==> src/rtl/lcdpix_pkg.sv <==
package lcdpix_pkg;

    typedef enum logic [1:0] {
        REGION_PIXEL  = 2'd0,
        REGION_SEGEN  = 2'd1,
        REGION_STATUS = 2'd2,
        REGION_NONE   = 2'd3
    } region_e;

    localparam int unsigned ERR_BIT   = 0;
    localparam int unsigned ALLOW_BIT = 1;

    function automatic region_e classify(input logic [31:0] a,
                                         input int unsigned n_pix,
                                         input int unsigned n_bank);
        if (a < n_pix)                  return REGION_PIXEL;
        else if (a < n_pix + n_bank)    return REGION_SEGEN;
        else if (a == n_pix + n_bank)   return REGION_STATUS;
        else                            return REGION_NONE;
    endfunction

endpackage

==> src/rtl/lcdpix_store.sv <==
module lcdpix_store #(
    parameter int unsigned DATA_W  = 16,
    parameter int unsigned NUM_PIX = 32,
    parameter int unsigned IDX_W   = 6
) (
    input  logic                      clk,
    input  logic                      rst,
    input  logic                      wr_en,
    input  logic [IDX_W-1:0]          wr_idx,
    input  logic [DATA_W-1:0]         wdata,
    input  logic                      allow,
    input  logic                      err_clr,
    output logic [NUM_PIX*DATA_W-1:0] pix_flat,
    output logic                      err_q
);

    logic accept;
    logic blocked;

    assign accept  = wr_en && allow;
    assign blocked = wr_en && !allow;

    for (genvar i = 0; i < NUM_PIX; i++) begin : g_word
        logic [DATA_W-1:0] word_q;
        always_ff @(posedge clk) begin
            if (rst)
                word_q <= '0;
            else if (accept && (int'(wr_idx) == i))
                word_q <= wdata;
        end
        assign pix_flat[i*DATA_W +: DATA_W] = word_q;
    end

    always_ff @(posedge clk) begin
        if (rst)
            err_q <= 1'b0;
        else if (blocked)
            err_q <= 1'b1;
        else if (err_clr)
            err_q <= 1'b0;
    end

    AST_ALLOWED_WRITE_STORES: assert property (@(posedge clk) disable iff (rst)
        accept |=> pix_flat[int'($past(wr_idx))*DATA_W +: DATA_W] == $past(wdata));

    AST_BLOCKED_WRITE_HOLDS: assert property (@(posedge clk) disable iff (rst)
        blocked |=> pix_flat == $past(pix_flat));

    AST_BLOCKED_WRITE_FLAGS: assert property (@(posedge clk) disable iff (rst)
        blocked |=> err_q);

    AST_ERR_STICKY: assert property (@(posedge clk) disable iff (rst)
        (err_q && !err_clr) |=> err_q);

    AST_RESET_CLEARS_ERR: assert property (@(posedge clk)
        rst |=> !err_q);

endmodule

==> src/rtl/lcdpix_segen.sv <==
module lcdpix_segen #(
    parameter int unsigned DATA_W  = 16,
    parameter int unsigned NUM_BNK = 4,
    parameter int unsigned IDX_W   = 2
) (
    input  logic                      clk,
    input  logic                      rst,
    input  logic                      wr_en,
    input  logic [IDX_W-1:0]          wr_idx,
    input  logic [DATA_W-1:0]         wdata,
    output logic [NUM_BNK*DATA_W-1:0] mask_flat
);

    for (genvar j = 0; j < NUM_BNK; j++) begin : g_bank
        logic [DATA_W-1:0] en_q;
        always_ff @(posedge clk) begin
            if (rst)
                en_q <= '0;
            else if (wr_en && (int'(wr_idx) == j))
                en_q <= wdata;
        end
        assign mask_flat[j*DATA_W +: DATA_W] = en_q;
    end

    AST_SEGEN_STORES: assert property (@(posedge clk) disable iff (rst)
        wr_en |=> mask_flat[int'($past(wr_idx))*DATA_W +: DATA_W] == $past(wdata));

endmodule

==> src/rtl/lcdpix_rowsel.sv <==
module lcdpix_rowsel #(
    parameter int unsigned DATA_W  = 16,
    parameter int unsigned NUM_COM = 8,
    parameter int unsigned PER_COM = 4,
    parameter int unsigned COM_W   = 3
) (
    input  logic [NUM_COM*PER_COM*DATA_W-1:0] pix_flat,
    input  logic [COM_W-1:0]                  com_sel,
    input  logic [PER_COM*DATA_W-1:0]         mask,
    output logic [PER_COM*DATA_W-1:0]         row
);

    localparam int unsigned ROW_W = PER_COM * DATA_W;

    logic [ROW_W-1:0] raw;

    always_comb begin
        raw = '0;
        for (int c = 0; c < NUM_COM; c++) begin
            if (int'(com_sel) == c)
                raw = pix_flat[c*ROW_W +: ROW_W];
        end
    end

    assign row = raw & mask;

endmodule

==> src/rtl/lcdpix_bank.sv <==
module lcdpix_bank
    import lcdpix_pkg::*;
#(
    parameter int unsigned DATA_W  = 16,
    parameter int unsigned NUM_COM = 8,
    parameter int unsigned PER_COM = 4,
    localparam int unsigned NUM_PIX = NUM_COM * PER_COM,
    localparam int unsigned NUM_SEG = DATA_W * PER_COM,
    localparam int unsigned ADDR_W  = $clog2(NUM_PIX + PER_COM + 1),
    localparam int unsigned COM_W   = (NUM_COM > 1) ? $clog2(NUM_COM) : 1,
    localparam int unsigned BNK_W   = (PER_COM > 1) ? $clog2(PER_COM) : 1
) (
    input  logic              clk,
    input  logic              rst,
    input  logic [ADDR_W-1:0] bus_addr,
    input  logic [DATA_W-1:0] bus_wdata,
    input  logic              bus_we,
    output logic [DATA_W-1:0] bus_rdata,
    input  logic [COM_W-1:0]  com_sel,
    input  logic              wr_allow,
    output logic [NUM_SEG-1:0] row_data,
    output logic [NUM_SEG-1:0] seg_mask,
    output logic              wr_err
);

    region_e                   region;
    logic [ADDR_W-1:0]         seg_off;
    logic [NUM_PIX*DATA_W-1:0] pix_flat;
    logic                      pix_we;
    logic                      seg_we;
    logic                      err_clr;

    assign region  = classify(32'(bus_addr), NUM_PIX, PER_COM);
    assign seg_off = bus_addr - ADDR_W'(NUM_PIX);
    assign pix_we  = bus_we && (region == REGION_PIXEL);
    assign seg_we  = bus_we && (region == REGION_SEGEN);
    assign err_clr = bus_we && (region == REGION_STATUS) && !bus_wdata[ERR_BIT];

    lcdpix_store #(
        .DATA_W (DATA_W),
        .NUM_PIX(NUM_PIX),
        .IDX_W  (ADDR_W)
    ) u_store (
        .clk     (clk),
        .rst     (rst),
        .wr_en   (pix_we),
        .wr_idx  (bus_addr),
        .wdata   (bus_wdata),
        .allow   (wr_allow),
        .err_clr (err_clr),
        .pix_flat(pix_flat),
        .err_q   (wr_err)
    );

    lcdpix_segen #(
        .DATA_W (DATA_W),
        .NUM_BNK(PER_COM),
        .IDX_W  (BNK_W)
    ) u_segen (
        .clk      (clk),
        .rst      (rst),
        .wr_en    (seg_we),
        .wr_idx   (seg_off[BNK_W-1:0]),
        .wdata    (bus_wdata),
        .mask_flat(seg_mask)
    );

    lcdpix_rowsel #(
        .DATA_W (DATA_W),
        .NUM_COM(NUM_COM),
        .PER_COM(PER_COM),
        .COM_W  (COM_W)
    ) u_rowsel (
        .pix_flat(pix_flat),
        .com_sel (com_sel),
        .mask    (seg_mask),
        .row     (row_data)
    );

    always_comb begin
        bus_rdata = '0;
        unique case (region)
            REGION_PIXEL:  bus_rdata = pix_flat[int'(bus_addr)*DATA_W +: DATA_W];
            REGION_SEGEN:  bus_rdata = seg_mask[int'(seg_off[BNK_W-1:0])*DATA_W +: DATA_W];
            REGION_STATUS: begin
                bus_rdata[ERR_BIT]   = wr_err;
                bus_rdata[ALLOW_BIT] = wr_allow;
            end
            default:       bus_rdata = '0;
        endcase
    end

    AST_SEGEN_NO_FLAG: assert property (@(posedge clk) disable iff (rst)
        (seg_we && !wr_err) |=> !wr_err);

    AST_STATUS_TRACKS_ALLOW: assert property (@(posedge clk) disable iff (rst)
        (region == REGION_STATUS) |-> bus_rdata[ALLOW_BIT] == wr_allow);

endmodule

==> config.mk <==
export PLATFORM = sky130hd
export DESIGN_NAME = lcdpix_bank
export DESIGN_NICKNAME = d
export VERILOG_FILES = /design/src/rtl/lcdpix_pkg.sv /design/src/rtl/lcdpix_store.sv /design/src/rtl/lcdpix_segen.sv /design/src/rtl/lcdpix_rowsel.sv /design/src/rtl/lcdpix_bank.sv
export SDC_FILE = /design/constraint.sdc
export NUM_CORES = 2
export LEC_CHECK = 0
export BUFFER_PORTS_ARGS = -buffer_cell sky130_fd_sc_hd__buf_2
export CAP_MARGIN = 20
export CELL_PAD_IN_SITES_DETAIL_PLACEMENT = 0
export CELL_PAD_IN_SITES_GLOBAL_PLACEMENT = 1
export CORE_ASPECT_RATIO = 1.25
export CORE_MARGIN = 3
export CORE_UTILIZATION = 35
export DETAILED_ROUTE_END_ITERATION = 10
export PLACE_DENSITY_LB_ADDON = 0.1
export SLEW_MARGIN = 20
export SYNTH_ARGS = -nofsm -noshare
export SYNTH_HDL_FRONTEND = slang
export SYNTH_SLANG_ARGS = --single-unit
==> constraint.sdc <==
create_clock -name clk -period 6.16 [get_ports clk]
set_input_delay 1.848 -clock clk [delete_from_list [all_inputs] [get_ports clk]]
set_output_delay 1.848 -clock clk [all_outputs]
set_load 0.03 [all_outputs]
== Word level (Yosys, flattened, before mapping) ==
Cells that the tools add are included.

* Reductions and logical operators: 49
* Bitwise operators: 1
* Multipliers: 0
* Eq/ne operators: 44
* Div/mod/pow operators: 0
* Magnitude comparators: 2
* Add/sub/neg operators: 1
* Shift operators: 2
* Multiplexer cells: 15

{| class="wikitable"
|+ Operators by type and width
! cell !! count
|-
| $mux 64 || 8
|-
| $shiftx 512x11->16 || 1
|-
| $eq 6x6->1 const B || 17
|-
| $and 64x64->64 || 1
|-
| $shiftx 64x7->16 || 1
|-
| $eq 6x5->1 const B || 8
|-
| $logic_and 1x1->1 || 42
|-
| $pmux 14 s2 || 1
|-
| $eq 6x4->1 const B || 4
|-
| $eq 3x3->1 const B || 4
|-
| $eq 6x3->1 const B || 2
|-
| $lt 6x6->1 const B || 2
|-
| $eq 2x2->1 const B || 3
|-
| $eq 3x2->1 const B || 2
|-
| $eq 6x2->1 const B || 1
|-
| $logic_not 6->1 || 1
|-
| $pmux 2 s3 || 1
|-
| $eq 2x1->1 const B || 2
|-
| $logic_not 2->1 || 2
|-
| $mux 2 || 2
|-
| $eq 3x1->1 const B || 1
|-
| $logic_not 3->1 || 1
|-
| $mux 1 || 3
|-
| $logic_not 1->1 || 2
|-
| 2 further kinds || 2
|}

* Memories: 0
* Memory bits (read-only): 0
* RAM bits: 0
* Bits in registers: 577
* Latch bits: 0
* Bits of input ports: 29

== Longest topological paths before layout ==
* Word-level depth: 10
* Depth in mapped cells: 9

== Hierarchy ==
Synthesis repeated with hierarchy kept, for this count alone.

* Cells, all modules: 2911
* Area total of the unflattened synthesis: 31861.8 µm²

{| class="wikitable"
|+ By module, submodules not included
! module !! cells an instance !! area each (µm²) !! instances
|-
| lcdpix_store || 1761 || 19959.1 || 1
|-
| lcdpix_bank || 385 || 4909.7 || 1
|-
| lcdpix_rowsel || 536 || 4443.0 || 1
|-
| lcdpix_segen || 229 || 2549.9 || 1
|}

== Worst setup path after synthesis ==
OpenSTA, ideal clock, no wires.

* Path kind: in2out
* Start point: in com_sel[0]
* End point: out row_data[40]
* Path buffers: 3
* Data arrival time: 3565 ps
* Stages: 8
* Path slack: 747 ps
* Data required time: 4312 ps
* Cell sequence: buf_2 -> nor2b_1 -> clkbuf_1 -> clkbuf_1 -> a21o_1 -> a22o_1 -> o21ai_0 -> a21boi_0

* Longest elaborated chain between the ends: 10

{| class="wikitable"
|+ RTL lines
! item !! RTL line !! text
|-
| start, declared || lcdpix_bank.sv:19 || <nowiki>input logic [COM_W-1:0] com_sel,</nowiki>
|-
| $logic_not 3->1 || lcdpix_rowsel.sv:20 || <nowiki>if (int'(com_sel) == c)</nowiki>
|-
| $mux 64 (7 in series) || lcdpix_rowsel.sv:20 ||
|-
| $mux 64 * || lcdpix_rowsel.sv:20 ||
|-
| $and 64x64->64 * || lcdpix_rowsel.sv:25 || <nowiki>assign row = raw & mask;</nowiki>
|-
| end, declared || lcdpix_bank.sv:21 || <nowiki>output logic [NUM_SEG-1:0] row_data,</nowiki>
|}

Mark *: on every way between the ends. The rest lies on a longest branch, timed or not.

== Final worst setup path ==
* Start point: in bus_addr[1]
* End point: out bus_rdata[6]

* Longest elaborated chain between the ends: 6

{| class="wikitable"
|+ RTL lines
! item !! RTL line !! text
|-
| start, declared || lcdpix_bank.sv:15 || <nowiki>input logic [ADDR_W-1:0] bus_addr,</nowiki>
|-
| branches (longest 5 deep; another with $sub 2x1->2) || - ||
|-
| $pmux 14 s2 * || lcdpix_bank.sv:82 || <nowiki>unique case (region)</nowiki>
|-
| end, declared || lcdpix_bank.sv:18 || <nowiki>output logic [DATA_W-1:0] bus_rdata,</nowiki>
|}

Every way passes the cells marked *.

==> flow_summary.ini <==
[power_and_ir_drop]
internal-power_mw = 6.435
pwr-share-seq_pct = 43.2
power.leakage_nw = 13.15
power_density_nw_per_um2 = 249.5
comb_power_share_pct = 8.6
p_clk_share_pct = 48.2
peakVddDrop_mv = 0.1790
switchingPower_mw = 2.256
p_sw_share_pct = 25.96

[synth]
synthMuxAreaShare_pct = 27.82
yosys_warnings = 0
synth_xor_area_share_pct = 0
synthDistinctLibCells = 54
avgSynthCellArea_um2 = 9.098
synth-edff-count = 0
synth-simple-area-share_pct = 16.10
ys_top_cells_by_area = dfxtp_1 38%, mux2i_1 23%, nand2_1 6.0%
synth_top_family_by_area = multiplexers
synth_area_um2 = 30760
ys_seq_area_share_pct = 37.55
synth_top_area_share_pct = 37.55
synth_fa_ha_area_share_pct = 0
syn_inst = 3381
synth_nets = 3410
synthArstFlopShare_pct = 0
synth-main-ff-cell = dfxtp_1
yosysTopAreaCell = dfxtp_1
synth_seq_cells = 577
synth_compound_area_share_pct = 12.24

[clock_tree]
cts_buffer_depth = 3
cts_tree = built
clockRootBuffer = clkbuf_16
clk_pin_slew_ns = 0.06
clk_latency_ns = 0.62
cts_sinks = 577
numCtsBuffers = 69
cts.repair.resized = 0
ctsHoldBuffers = 0
htree_levels = 3
cts_setup_buffers = 0

[worst_hold_path]
min-delay-start = u_store.g_word[17].word_q[1]$_SDFFE_PP0P_
whs_path_depth = 2
hold_class = reg2reg
whs_endpoint = u_store.g_word[17].word_q[1]$_SDFFE_PP0P_

[critical_path]
cp.arrival_ns = 4.07
timing.critical_path.mode_cell = buf_2
critPathLaunchType = input port
cpPeakStageDelay_ns = 0.94
crit_chain = buf_2 -> nor2b_4 -> buf_4 -> a22o_1 -> a221oi_1 -> o22ai_1 -> o31ai_2 -> buf_2
cp_max_fo = 27
r2r-start = u_segen.g_bank[3].en_q[5]$_SDFFE_PP0P_
critPathCaptureType = primary output
critical_path_class = in2out
rr_worst_depth = 2
crit_family = simple AND/OR/NAND/NOR gates
critPathBufInv = 3
cp.depth = 8
reg2reg_slack_ns = 5.08
rr_endpoint = u_segen.g_bank[3].en_q[5]$_SDFFE_PP0P_
cp_data_required_time_ns = 4.31
slowest_stage = nor2b_4

[place]
gp_congestion = 0.8842
place_area_um2 = 32550
portBuffers = 173
dp_hpwl_um = 91020

[sta]
finalHoldWorstSlack_ns = 0.4701
final_max_slew_viol_count = 0
slew_headroom_pct = 22.52
fin_crit_sh_pct = 96.07
finalCriticalPeriod_ns = 5.918
final.setup.tns_ns = 0
setup_viol_count_final = 0
finClkSkew_ns = 0
finalHoldViolations = 0
fmax_ghz = 0.1690
tightestPinTransition_ns = 1.160
rsz0062_at_grt = no

[die]
initial_core_util_pct = 35.63
die_y_um = 337.5
core_region_area_um2 = 86330
dieWidth_um = 271.2
fp-row-count = 120
ios = 174
die_area_um2 = 91500

[global_routing]
grt_use_total_pct = 30.37
grt_pass1_wl_um = 201100
antenna_found_initial = 13
grt_pass1_vias = 26680
gr-total-overflow = 0
grt_start_max_net_pins = 139

[layout]
final_nets = 3440
fin_util_pct = 40.34
design_area_um2 = 34830
area_delta_synth_final_pct = 13.23
layout-drive-gt1-share_pct = 16.26

[routing]
wl_per_cell_um = 30.89
drc = 0
avgViaCountPerCell = 5.874
dr.pass1.iters = 5
vias = 27180
drtAntennaViolNets = 0
drt_iter0_markers = 2564
wirelength_um = 142900

[run]
cap_violations = 0

[run_status]
status = finished, final reports clean
## how the worst max path moves through the flow
stage                           start             to  slack [ns]
final                     bus_addr[1]   bus_rdata[6]        0.24
after global routing      bus_addr[0]  bus_rdata[15]        0.16
after CTS                 bus_addr[1]  bus_rdata[14]        0.28
after detailed placement  bus_addr[1]  bus_rdata[14]        0.28
after global placement    bus_addr[0]  bus_rdata[10]        0.23
after floorplan            com_sel[0]   row_data[40]        0.75
## per-stage QoR
step	std cells	total power, mW	worst slack, ns
global placement	4499	4.565	0.2311
detailed placement	4499	4.571	0.2813
floorplan	3381	4.330	0.7474
CTS	4616	8.744	0.2771
global route	4616	8.904	0.1592
finish	4627	8.691	0.2423
## flip-flops by register name (all words and copies together), names as in the netlist
| register | cells |
|---|---|
| u_store.g_word.word_q | 512 |
| u_store.err_q | 1 |
| u_segen.g_bank.en_q | 64 |
## cells in the mapped netlist (8+ instances only)
master      n
buf_4      23
nand2_1   493
mux2i_1   693
a221oi_1   77
nor3_1     37
nor2b_1    68
a22oi_1    17
o22ai_1    26
buf_8       9
nor2_1    326
nor2_4     15
nand3_1   131
buf_12      8
a21oi_1   263
clkbuf_1  149
a22o_1     64
o21ai_0    81
and2_1      8
a221oi_2   13
dfxtp_1   577
mux4_2     70
o31ai_2    13
buf_6      26
buf_1      36
buf_2      94
## layer usage
layer,routed length [um],global-route usage [%]
met1,60460,39.49
met2,64720,48.73
met3,9966,5.153
met4,7723,15.37
met5,43,0
## cell families (layout without fill, tap and decap cells)
group | Yosys count | in the layout
compound gates | 574 | 574
buf+inv | 347 | 423
flops | 577 | 577
mux | 767 | 767
other cells | 0 | 11
simple gates | 1116 | 1116
## power groups by stage
stage / clock (mW) / sequential [mW] / combinational, mW
finish: 4.19 / 3.75 / 0.747
global route: 4.38 / 3.75 / 0.774
CTS: 4.26 / 3.75 / 0.738
detailed placement: 0 / 3.83 / 0.738
global placement: 0 / 3.83 / 0.732
floorplan: 0 / 3.83 / 0.497
## area by class of cell
class	count	area, um^2
multi-input cells	2457	17360
well taps	1159	1450
inverters	2	7.507
flip-flops and latches	577	11550
clock buffers	102	2096
fillers	8620	51500
clock inverters	15	157.7
repair buffers	304	2180
diodes	11	27.53
## cells in the final DEF (no fill, tap or decap), drive strengths merged, types with 2 or more instances in the layout
cell type / instances
a22o: 64
or2: 3
buf: 304
and2b: 2
nand2: 497
o31ai: 13
nand3b: 2
a21o: 5
inv: 2
a221oi: 90
bufinv: 3
diode: 11
clkinv: 9
and3: 3
and2: 8
nor2: 348
nand2b: 5
nand3: 136
clkbuf: 102
a211oi: 2
clkinvlp: 3
a21boi: 4
nor2b: 68
nor3: 37
or4: 2
mux2i: 693
o21ai: 83
o22ai: 26
a21oi: 263
mux2: 4
a22oi: 19
dfxtp: 577
mux4: 70
## tightest hold or removal path, delay by kind of cell, from the launching register on
kind | cells | cell delay, ns
AOI/OAI and AO/OA | 1 | 0.05
DFF | 1 | 0.31
and+or+nand+nor | 1 | 0.05
Power figures use the tool's default switching activity.
